===== config.mk =====
export PLATFORM = sky130hd
export DESIGN_NAME = gated_stamp_rec
export DESIGN_NICKNAME = d
export VERILOG_FILES = /design/src/rtl/gsr_pkg.sv /design/src/rtl/gsr_in_cond.sv /design/src/rtl/gsr_tick_div.sv /design/src/rtl/gsr_cfg.sv /design/src/rtl/gated_stamp_rec.sv
export SDC_FILE = /design/constraint.sdc
export NUM_CORES = 1
export LEC_CHECK = 0
export BUFFER_PORTS_ARGS = -buffer_cell sky130_fd_sc_hd__buf_4
export CORE_ASPECT_RATIO = 1.5
export CORE_MARGIN = 2
export CORE_UTILIZATION = 50
export DETAILED_ROUTE_END_ITERATION = 10
export PLACE_DENSITY = 0.78
export SYNTH_ARGS = -nofsm -noshare
export SYNTH_HDL_FRONTEND = slang
export SYNTH_SLANG_ARGS = --single-unit

===== constraint.sdc =====
create_clock -name clk -period 8.1 [get_ports clk]
set_input_delay 1.215 -clock clk [delete_from_list [all_inputs] [get_ports clk]]
set_output_delay 1.215 -clock clk [all_outputs]
set_load 0.01 [all_outputs]

===== src/rtl/gsr_pkg.sv =====
package gsr_pkg;
    localparam int MARK_W = 32;
    localparam int MASK_W = 8;
    localparam int TIME_W = 24;
    localparam int DLY_W  = 3;

    localparam logic [1:0] ADDR_CTRL  = 2'd0;
    localparam logic [1:0] ADDR_DIV   = 2'd1;
    localparam logic [1:0] ADDR_GTIME = 2'd2;

    typedef struct packed {
        logic [DLY_W-1:0] dly;
        logic             retrig;
        logic             no_start;
        logic             no_end;
    } ctrl_t;

    function automatic logic [MARK_W-1:0] pack_marker(input logic [MASK_W-1:0] m,
                                                      input logic [TIME_W-1:0] t);
        return {m, t};
    endfunction
endpackage


===== src/rtl/gsr_in_cond.sv =====
// Two-flop synchroniser, selectable delay line and edge detector.
module gsr_in_cond #(
    parameter int W     = 8,
    parameter int DLY_W = 3
) (
    input  logic             clk,
    input  logic             rst_n,
    input  logic [W-1:0]     raw,
    input  logic [DLY_W-1:0] dly,
    output logic [W-1:0]     rise,
    output logic [W-1:0]     fall
);
    localparam int DEPTH = (1 << DLY_W) - 1;

    logic [W-1:0] s1_q, s2_q, prev_q, tap;
    logic [W-1:0] line_q [DEPTH];

    always_ff @(posedge clk) begin
        if (!rst_n) begin
            s1_q      <= '0;
            s2_q      <= '0;
            prev_q    <= '0;
            line_q[0] <= '0;
        end else begin
            s1_q      <= raw;
            s2_q      <= s1_q;
            prev_q    <= tap;
            line_q[0] <= s2_q;
        end
    end

    for (genvar i = 1; i < DEPTH; i++) begin : g_stage
        always_ff @(posedge clk) begin
            if (!rst_n) line_q[i] <= '0;
            else        line_q[i] <= line_q[i-1];
        end
    end

    always_comb begin
        if (dly == '0) tap = s2_q;
        else           tap = line_q[dly - 1'b1];
    end

    assign rise = tap & ~prev_q;
    assign fall = ~tap & prev_q;
endmodule


===== src/rtl/gsr_tick_div.sv =====
// Tick enable: one pulse every N clocks while running, N = max(div, 1).
module gsr_tick_div (
    input  logic        clk,
    input  logic        rst_n,
    input  logic        run,
    input  logic        restart,
    input  logic [31:0] div,
    output logic        tick
);
    logic [31:0] cnt_q, limit;

    assign limit = (div == 32'd0) ? 32'd1 : div;
    assign tick  = run && !restart && (cnt_q == limit - 32'd1);

    always_ff @(posedge clk) begin
        if (!rst_n || !run || restart) cnt_q <= '0;
        else if (tick)                 cnt_q <= '0;
        else                           cnt_q <= cnt_q + 32'd1;
    end
endmodule


===== src/rtl/gsr_cfg.sv =====
// Write-only configuration registers.
module gsr_cfg
    import gsr_pkg::*;
(
    input  logic        clk,
    input  logic        rst_n,
    input  logic        we,
    input  logic [1:0]  addr,
    input  logic [31:0] wdata,
    output ctrl_t       ctrl,
    output logic [31:0] div,
    output logic [31:0] gtime
);
    logic unused_bits;
    assign unused_bits = ^{wdata[31:7], wdata[3]};

    always_ff @(posedge clk) begin
        if (!rst_n) begin
            ctrl  <= '0;
            div   <= 32'd1;
            gtime <= 32'd0;
        end else if (we) begin
            case (addr)
                ADDR_CTRL: begin
                    ctrl.no_end   <= wdata[0];
                    ctrl.no_start <= wdata[1];
                    ctrl.retrig   <= wdata[2];
                    ctrl.dly      <= wdata[6:4];
                end
                ADDR_DIV:   div   <= wdata;
                ADDR_GTIME: gtime <= wdata;
                default: ;
            endcase
        end
    end
endmodule


===== src/rtl/gated_stamp_rec.sv =====
module gated_stamp_rec
    import gsr_pkg::*;
#(
    parameter int TS_W = 24
) (
    input  logic              clk,
    input  logic              rst_n,
    input  logic              gate_in,
    input  logic [MASK_W-1:0] chan_in,
    input  logic              cfg_we,
    input  logic [1:0]        cfg_addr,
    input  logic [31:0]       cfg_wdata,
    input  logic              evt_rd,
    output logic [MARK_W-1:0] evt_rdata,
    output logic              bus_wr,
    output logic [MARK_W-1:0] bus_data
);
    typedef struct packed {
        logic              open;
        logic [TS_W-1:0]   ts;
        logic [31:0]       run;
        logic [MASK_W-1:0] pend;
        logic              st_v;
        logic              ov_v;
        logic              hit_v;
        logic [MARK_W-1:0] hit_m;
        logic              end_v;
        logic [MARK_W-1:0] end_m;
        logic              wr;
        logic [MARK_W-1:0] data;
        logic [MARK_W-1:0] last;
    } core_t;

    core_t q, d;
    ctrl_t ctrl;
    logic [31:0] div, gtime;
    logic [MASK_W-1:0] ch_rise, unused_ch_fall;
    logic g_rise, g_fall, tick, gate_open, restart;
    logic [TS_W-1:0] ts_cur;

    assign gate_open = q.open;
    assign ts_cur    = q.ts;

    gsr_cfg u_cfg (
        .clk(clk), .rst_n(rst_n), .we(cfg_we), .addr(cfg_addr), .wdata(cfg_wdata),
        .ctrl(ctrl), .div(div), .gtime(gtime)
    );

    gsr_in_cond #(.W(MASK_W), .DLY_W(DLY_W)) u_chan (
        .clk(clk), .rst_n(rst_n), .raw(chan_in), .dly(ctrl.dly),
        .rise(ch_rise), .fall(unused_ch_fall)
    );

    gsr_in_cond #(.W(1), .DLY_W(1)) u_gate (
        .clk(clk), .rst_n(rst_n), .raw(gate_in), .dly(1'b0),
        .rise(g_rise), .fall(g_fall)
    );

    gsr_tick_div u_div (
        .clk(clk), .rst_n(rst_n), .run(gate_open), .restart(restart),
        .div(div), .tick(tick)
    );

    assign restart = gate_open && g_rise && ctrl.retrig && (gtime != 32'd0);

    always_comb begin
        logic [MASK_W-1:0] newpend;
        logic [TS_W-1:0]   ts_nx;
        logic [31:0]       run_nx;
        logic              close;

        d       = q;
        d.wr    = 1'b0;
        newpend = q.pend | ch_rise;
        ts_nx   = ts_cur;
        run_nx  = q.run;
        close   = 1'b0;

        // marker drain, fixed priority: start, overflow, hit, end
        if (q.st_v) begin
            d.wr = 1'b1; d.data = '0; d.st_v = 1'b0;
        end else if (q.ov_v) begin
            d.wr = 1'b1; d.data = pack_marker('0, TIME_W'({TS_W{1'b1}})); d.ov_v = 1'b0;
        end else if (q.hit_v) begin
            d.wr = 1'b1; d.data = q.hit_m; d.hit_v = 1'b0;
        end else if (q.end_v) begin
            d.wr = 1'b1; d.data = q.end_m; d.end_v = 1'b0;
        end

        if ((!q.open && g_rise) || restart) begin
            d.open = 1'b1;
            d.ts   = '0;
            d.run  = '0;
            d.pend = ch_rise;
            if (!ctrl.no_start) d.st_v = 1'b1;
        end else if (q.open) begin
            if (tick) begin
                run_nx = q.run + 32'd1;
                ts_nx  = ts_cur + 1'b1;
                if (ts_cur == '1) d.ov_v = 1'b1;
                if (newpend != '0) begin
                    d.hit_v = 1'b1;
                    d.hit_m = pack_marker(newpend, TIME_W'(ts_nx));
                end
                newpend = '0;
                if (gtime != 32'd0 && run_nx == gtime) close = 1'b1;
            end
            if (gtime == 32'd0 && g_fall) close = 1'b1;
            d.ts  = ts_nx;
            d.run = run_nx;
            if (close) begin
                d.open = 1'b0;
                d.pend = '0;
                if (!ctrl.no_end) begin
                    d.end_v = 1'b1;
                    d.end_m = pack_marker('0, (ts_nx == '0) ? TIME_W'(1) : TIME_W'(ts_nx));
                end
            end else begin
                d.pend = newpend;
            end
        end

        if (d.wr)        d.last = d.data;
        else if (evt_rd) d.last = '0;
    end

    always_ff @(posedge clk) begin
        if (!rst_n) q <= '0;
        else        q <= d;
    end

    assign bus_wr    = q.wr;
    assign bus_data  = q.data;
    assign evt_rdata = q.last;
endmodule


==> results of run 1 <==
layout by cell type (no fill, tap or decap), types with 8 or more instances in the layout:
cell type | synthesis | final
nand2_1 | 226 | 225
nand4_1 | 25 | 25
nor4_1 | 29 | 28
and3_1 | 23 | 23
nor3_1 | 70 | 70
or4_1 | 16 | 16
mux2_2 | 49 | 49
a21oi_1 | 108 | 108
and4_1 | 11 | 11
a211oi_1 | 21 | 21
o41ai_1 | 20 | 20
a22oi_1 | 22 | 22
nor2_1 | 265 | 265
o31ai_1 | 15 | 15
clkbuf_1 | 110 | 11
dfxtp_1 | 375 | 374
nor2b_1 | 47 | 47
xnor2_1 | 103 | 103
inv_1 | 22 | 22
mux4_2 | 8 | 8
mux2i_1 | 74 | 74
and2_1 | 96 | 96
o21ai_0 | 18 | 18
clkbuf_16 | 0 | 39
a31oi_1 | 11 | 11
buf_4 | 66 | 126
or3_1 | 11 | 11
nand3_1 | 49 | 49
xor2_1 | 78 | 78
worst max-delay path, delay by kind of cell (launching register included):
| family | cells | cell delay [ns] |
|---|---|---|
| AND/OR/NAND/NOR | 7 | 3.01 |
| AO/OA/AOI/OAI | 6 | 2.25 |
| flip-flops | 1 | 0.37 |
| adder cells (fa/ha/maj) | 1 | 0.30 |
| XOR/XNOR | 1 | 0.15 |
stage by stage:
| stage | setup WS, ns | instance area [um^2] |
|---|---|---|
| 2_1_floorplan | 2.94 | 18000 |
| 3_3_place_gp | 2.11 | 18500 |
| 3_5_place_dp | 1.95 | 18500 |
| 4_1_cts | 1.95 | 19800 |
| 5_1_grt | 1.48 | 19800 |
| 6_report | 1.92 | 19800 |
where the power goes:
part           internal, W  switching (W)  total (W)  leakage, nW
sequential         0.00187      0.0000221    0.00189         3.03
clock              0.00104       0.000749    0.00179        0.613
combinational    0.0000932       0.000164   0.000257         3.86
cell families (layout without fill, tap and decap cells):
family | Yosys count | in the layout | synth area share
AND/OR/NAND/NOR | 908 | 908 | 0.247
flip-flops | 375 | 375 | 0.418
AO/OA/AOI/OAI | 268 | 268 | 0.0979
buffers and inverters | 228 | 216 | 0.0623
XOR/XNOR | 181 | 181 | 0.0883
multiplexers | 131 | 131 | 0.0820
adder cells (fa/ha/maj) | 6 | 6 | 0.00418
metal layers:
metal | up-vias | track usage | part of all wire
met5 | - | 0 | 0.00029
met4 | 2 | 0.112 | 0.048
met3 | 133 | 0.0276 | 0.038
met2 | 412 | 0.431 | 0.51
met1 | 6940 | 0.271 | 0.41
li1 | 7050 | - | -
how the worst min path moves through the flow:
stage | slack, ns | endpoint | depth (start not counted) | startpoint
3_3_place_gp | 0.41 | q[132] | 1 | u_cfg.ctrl[1]
2_1_floorplan | 0.40 | q[132] | 1 | u_cfg.ctrl[1]
4_1_cts | 0.42 | q[132] | 1 | u_cfg.ctrl[1]
3_5_place_dp | 0.40 | q[132] | 1 | u_cfg.ctrl[1]
6_report | 0.42 | q[132] | 1 | u_cfg.ctrl[1]
5_1_grt | 0.44 | q[132] | 1 | u_cfg.ctrl[1]
state kept, by name (all words and copies together) (netlist names):
register / flops
bus_data: 32
bus_wr: 1
evt_rdata: 32
gate_open: 1
q: 100
ts_cur: 24
u_cfg.ctrl: 6
u_cfg.div: 32
u_cfg.gtime: 32
u_chan.line_q: 56
u_chan.prev_q: 8
u_chan.s1_q: 8
u_chan.s2_q: 8
u_div.cnt_q: 32
u_gate.prev_q: 1
u_gate.s1_q: 1
u_gate.s2_q: 1
layout make-up:
cell class	instances	area [um^2]
Clock buffer	55	1090
Fill cell	3195	15900
Inverter	23	91.3
Tap cell	478	598
Timing Repair Buffer	126	946
Multi-Input combinational cell	1494	9340
Sequential cell	375	7510
Clock inverter	12	178
==> results.json, run 1 <==
{
  "status": "completed",
  "post-route-util": 0.554,
  "post_cts_buffers": 0,
  "power.density_nw_per_um2": 199,
  "viasPerCell": 5.67,
  "dieArea_um2": 37500,
  "root_buffer": "clkbuf_16",
  "fin_hold_ws_ns": 0.417,
  "synth_edf_count": 0,
  "n_antenna_cell": 0,
  "yosysMostFrequentCell": "dfxtp_1",
  "grt_usage": 0.235,
  "endpoint": "q[65]",
  "first_pass_iters": 5,
  "max_slew.worst_pin.slew_ns": 1.18,
  "slew_viol_final": 0,
  "vdd_drop_max_mv": 0.151,
  "fin_skew_ns": 0.0213,
  "synthCells": 2097,
  "grt_max_degree": 108,
  "ys_ff_latch": 375,
  "timing.rr.end": "q[65]",
  "clkSlewWorstSetupHoldPaths_ns": 0.06,
  "fmax_mhz": 162,
  "num_rows": 85,
  "numPortBuffers": 111,
  "start_util": 0.504,
  "hold_violations": 0,
  "instances_no_fill": 2563,
  "gp_congestion": 0.915,
  "grt_pass1_vias": 14100,
  "arrival_ns": 6.64,
  "cts_resized": 0,
  "wl_mm": 45.1,
  "seq_area_frac_synth": 0.418,
  "cellLeakagePower_nw": 7.51,
  "htreeDepth": 2,
  "wl_per_cell_um": 17.6,
  "synthArstFlopShare": 0,
  "drt_iter0_markers": 1056,
  "drive_above_1_share": 0.123,
  "gr-total-overflow": 0,
  "io_pins": 112,
  "clk_latency_ns": 0.55,
  "core_area_um2": 35600,
  "cp_cell_sequence": "or4_1 -> or4_4 -> nor3_2 -> a21oi_1 -> ha_1 -> nand4_1 -> nor3_1 -> xnor2_1 -> a211o_1 -> a211o_1 -> nor4_4 -> nand4_1 -> a21oi_4 -> o2111ai_1 -> o31ai_1",
  "dp_cells": 2496,
  "synth_nets": 2150,
  "worstSetupPathType": "reg -> reg",
  "yosysWarnings": 0,
  "synth_area_leaders": "dfxtp_1 (42%), nor2_1 (5.5%), xnor2_1 (5.0%)",
  "area_growth_syn_to_layout_pct": 10.0,
  "relSlewSlack": 0.213,
  "period_needed_ns": 6.18,
  "finalNetCount": 2111,
  "die_w_um": 159,
  "ant_nets": 0,
  "cpPeakStageDelay_ns": 0.98,
  "drc": 0,
  "p_total_w": 0.00393,
  "ys_types": 72,
  "numCtsBuffers": 38,
  "fin_setup_tns_ns": 0,
  "antenna_found_initial": 1,
  "required_ns": 8.56,
  "die_h_um": 236,
  "startpoint": "u_cfg.div[16]",
  "post-route-period-util": 0.763,
  "critPathLaunchType": "flip-flop",
  "synth-main-ff-cell": "dfxtp_1",
  "vias": 14500,
  "setup_viol_count_final": 0,
  "rr_worst_depth": 15,
  "synth.avg_cell_area_um2": 8.56,
  "grt_pass1_wl_mm": 72.6,
  "yosysTopAreaCell": "dfxtp_1",
  "worst-path-max-fanout": 26,
  "reg2reg_slack_ns": 1.92,
  "hp-class": "reg -> reg",
  "end_kind": "flip-flop",
  "synth.top_cell.area_share": 0.418,
  "cts.sinks": 375,
  "syn_area_um2": 18000,
  "post-dp-hpwl_mm": 32.1,
  "maxCapViolations": 0,
  "cts_tree": "built",
  "cp_slowest_cell": "a21oi_4",
  "rsz0062_at_grt": "false",
  "cts_buffer_depth": 3,
  "r2r-start": "u_cfg.div[16]",
  "cts_hold_buf": 0,
  "synth_common_cells": "dfxtp_1 (375), nor2_1 (265), nand2_1 (226), clkbuf_1 (110), a21oi_1 (108)"
}
Note: power is estimated with default switching activity, not from simulation.
==> run 2: changes to the inputs <==
--- a/config.mk
+++ b/config.mk
@@ -10,7 +10,7 @@
 export CORE_MARGIN = 2
 export CORE_UTILIZATION = 50
 export DETAILED_ROUTE_END_ITERATION = 10
-export PLACE_DENSITY = 0.78
+export PLACE_DENSITY = 0.8
 export SYNTH_ARGS = -nofsm -noshare
 export SYNTH_HDL_FRONTEND = slang
 export SYNTH_SLANG_ARGS = --single-unit
==> constraint.sdc (replaced) <==
create_clock -name clk -period 5.2 [get_ports clk]
set_input_delay 0.78 -clock clk [delete_from_list [all_inputs] [get_ports clk]]
set_output_delay 0.78 -clock clk [all_outputs]
set_load 0.01 [all_outputs]
==> run 2 against run 1 <==
Against the previous run: core utilization is 0.88 points higher; cell count is 0.94% higher; register-to-register slack worse by 1.8 ns; clock-buffer cell count is 6 lower; design area is 1.6% higher; critical endpoint is now q[73]; largest cell class unchanged; largest power group unchanged.
==> results.json, run 2 (same netlist as run 1, synthesis figures left out) <==
{
  "n_antenna_cell": 0,
  "dieArea_um2": 37500,
  "numPortBuffers": 111,
  "required_ns": 5.57,
  "die_w_um": 159,
  "endpoint": "q[73]",
  "hp-start": "u_cfg.ctrl[1]",
  "antenna_found_initial": 0,
  "reg.largest.list": "q (100), u_chan.line_q (56)",
  "worst-path-max-fanout": 7,
  "largest_reg_flops": 100,
  "max_slew.worst_pin.slew_ns": 1.26,
  "power.density_nw_per_um2": 306,
  "critPathLaunchType": "flip-flop",
  "relSlewSlack": 0.159,
  "startpoint": "u_cfg.div[26]",
  "most-common-layout-cells": "dfxtp_1 (374), nor2_1 (265), nand2_1 (225)",
  "clkSlewWorstSetupHoldPaths_ns": 0.07,
  "cts_tree": "built",
  "r2r-start": "u_cfg.div[26]",
  "root_buffer": "clkbuf_16",
  "cts_hold_buf": 0,
  "rr_worst_depth": 19,
  "dp_cells": 2512,
  "drc": 0,
  "maxCapViolations": 0,
  "grt_usage": 0.235,
  "first_pass_iters": 5,
  "drive_above_1_share": 0.138,
  "wl_mm": 45.9,
  "core_area_um2": 35600,
  "arrival_ns": 5.47,
  "cellLeakagePower_nw": 7.67,
  "hp-class": "reg -> reg",
  "status": "completed",
  "cts.sinks": 375,
  "grt_pass1_wl_mm": 72.6,
  "drt_iter0_markers": 1032,
  "die_h_um": 236,
  "post-route-util": 0.563,
  "area_growth_syn_to_layout_pct": 11.8,
  "ant_nets": 0,
  "numCtsBuffers": 36,
  "start_util": 0.504,
  "reg2reg_slack_ns": 0.11,
  "post-route-period-util": 0.979,
  "nFillCells": 3124,
  "instances_no_fill": 2587,
  "gp_congestion": 0.956,
  "setup_viol_count_final": 0,
  "viasPerCell": 5.66,
  "htreeDepth": 2,
  "fin_hold_ws_ns": 0.422,
  "worstSetupPathType": "reg -> reg",
  "fmax_mhz": 196,
  "grt_pass1_vias": 14300,
  "clk_latency_ns": 0.54,
  "cts_buffer_depth": 3,
  "vias": 14700,
  "fin_skew_ns": 0.0209,
  "timing.rr.end": "q[73]",
  "end_kind": "flip-flop",
  "wl_per_cell_um": 17.7,
  "hold_violations": 0,
  "regMostFlops": "q",
  "gr-total-overflow": 0,
  "finalNetCount": 2136,
  "slew_viol_final": 0,
  "num_rows": 85,
  "grt_max_degree": 141,
  "vdd_drop_max_mv": 0.186,
  "final_common_cell": "dfxtp_1",
  "io_pins": 112,
  "post-dp-hpwl_mm": 32.2,
  "period_needed_ns": 5.09
}
[run 2: per-layer routing]
metal,track usage,up-vias,wire (um)
li1,-,7094,-
met1,0.265,6996,18300
met2,0.425,434,23200
met3,0.0281,130,1920
met4,0.137,0,2460
met5,0,-,0
[run 2: what timing repair did]
item	in CTS	in global routing
pin swaps	3	4
setup endpoints to repair	24	138
gates resized for setup	1	8
gates cloned	0	3
setup buffers	3	5
[run 2: worst max-delay path, cell delays in order, from the launching register on]
cell,delay [ns]
dfxtp_1,0.37
or4_4,0.59
or4b_4,0.54
nor3_4,0.28
a21oi_1,0.11
ha_2,0.23
and2_1,0.18
o21a_1,0.19
o21ai_0,0.14
o2111ai_1,0.17
or4_1,0.51
nand4bb_4,0.23
nor4_4,0.19
buf_4,0.16
nand4_1,0.21
a21oi_4,0.25
buf_12,0.15
buf_12,0.14
mux2i_1,0.22
nor2_1,0.07
[run 2: worst min path at each step]
stage | end | slack (ns) | depth (start not counted)
5_1_grt | u_chan.s1_q[1] | 0.44 | 2
3_3_place_gp | q[132] | 0.41 | 1
6_report | q[132] | 0.42 | 1
2_1_floorplan | q[132] | 0.40 | 1
4_1_cts | q[132] | 0.42 | 1
3_5_place_dp | q[132] | 0.41 | 1
[run 2: metrics by stage]
| stage | area [um^2] | total power (W) | setup TNS [ns] | setup slack [ns] |
|---|---|---|---|---|
| after floorplan | 18000 | 0.00328 | 0 | 0.0442 |
| after global placement | 18600 | 0.00341 | 0 | 0.131 |
| after detailed placement | 18600 | 0.00341 | -0.795 | -0.0841 |
| after CTS | 19900 | 0.00618 | 0 | 0.00689 |
| after global routing | 20100 | 0.00633 | -1.04 | -0.0660 |
| final | 20100 | 0.00614 | 0 | 0.109 |
[run 2: cell type report]
class	instances	area, um^2	share of cell area
timing repair buffer	153	1230	0.0612
clock inverter	15	224	0.0112
inverter	23	91.3	0.00455
sequential	375	7510	0.374
tap	478	598	0.0298
clock buffer	49	1030	0.0513
multi-input combinational	1494	9380	0.468
[run 2: power breakdown]
group / internal (W) / switching (W)
clock network: 0.00165 / 0.00113
logic: 0.000161 / 0.000264
registers: 0.00291 / 0.0000326
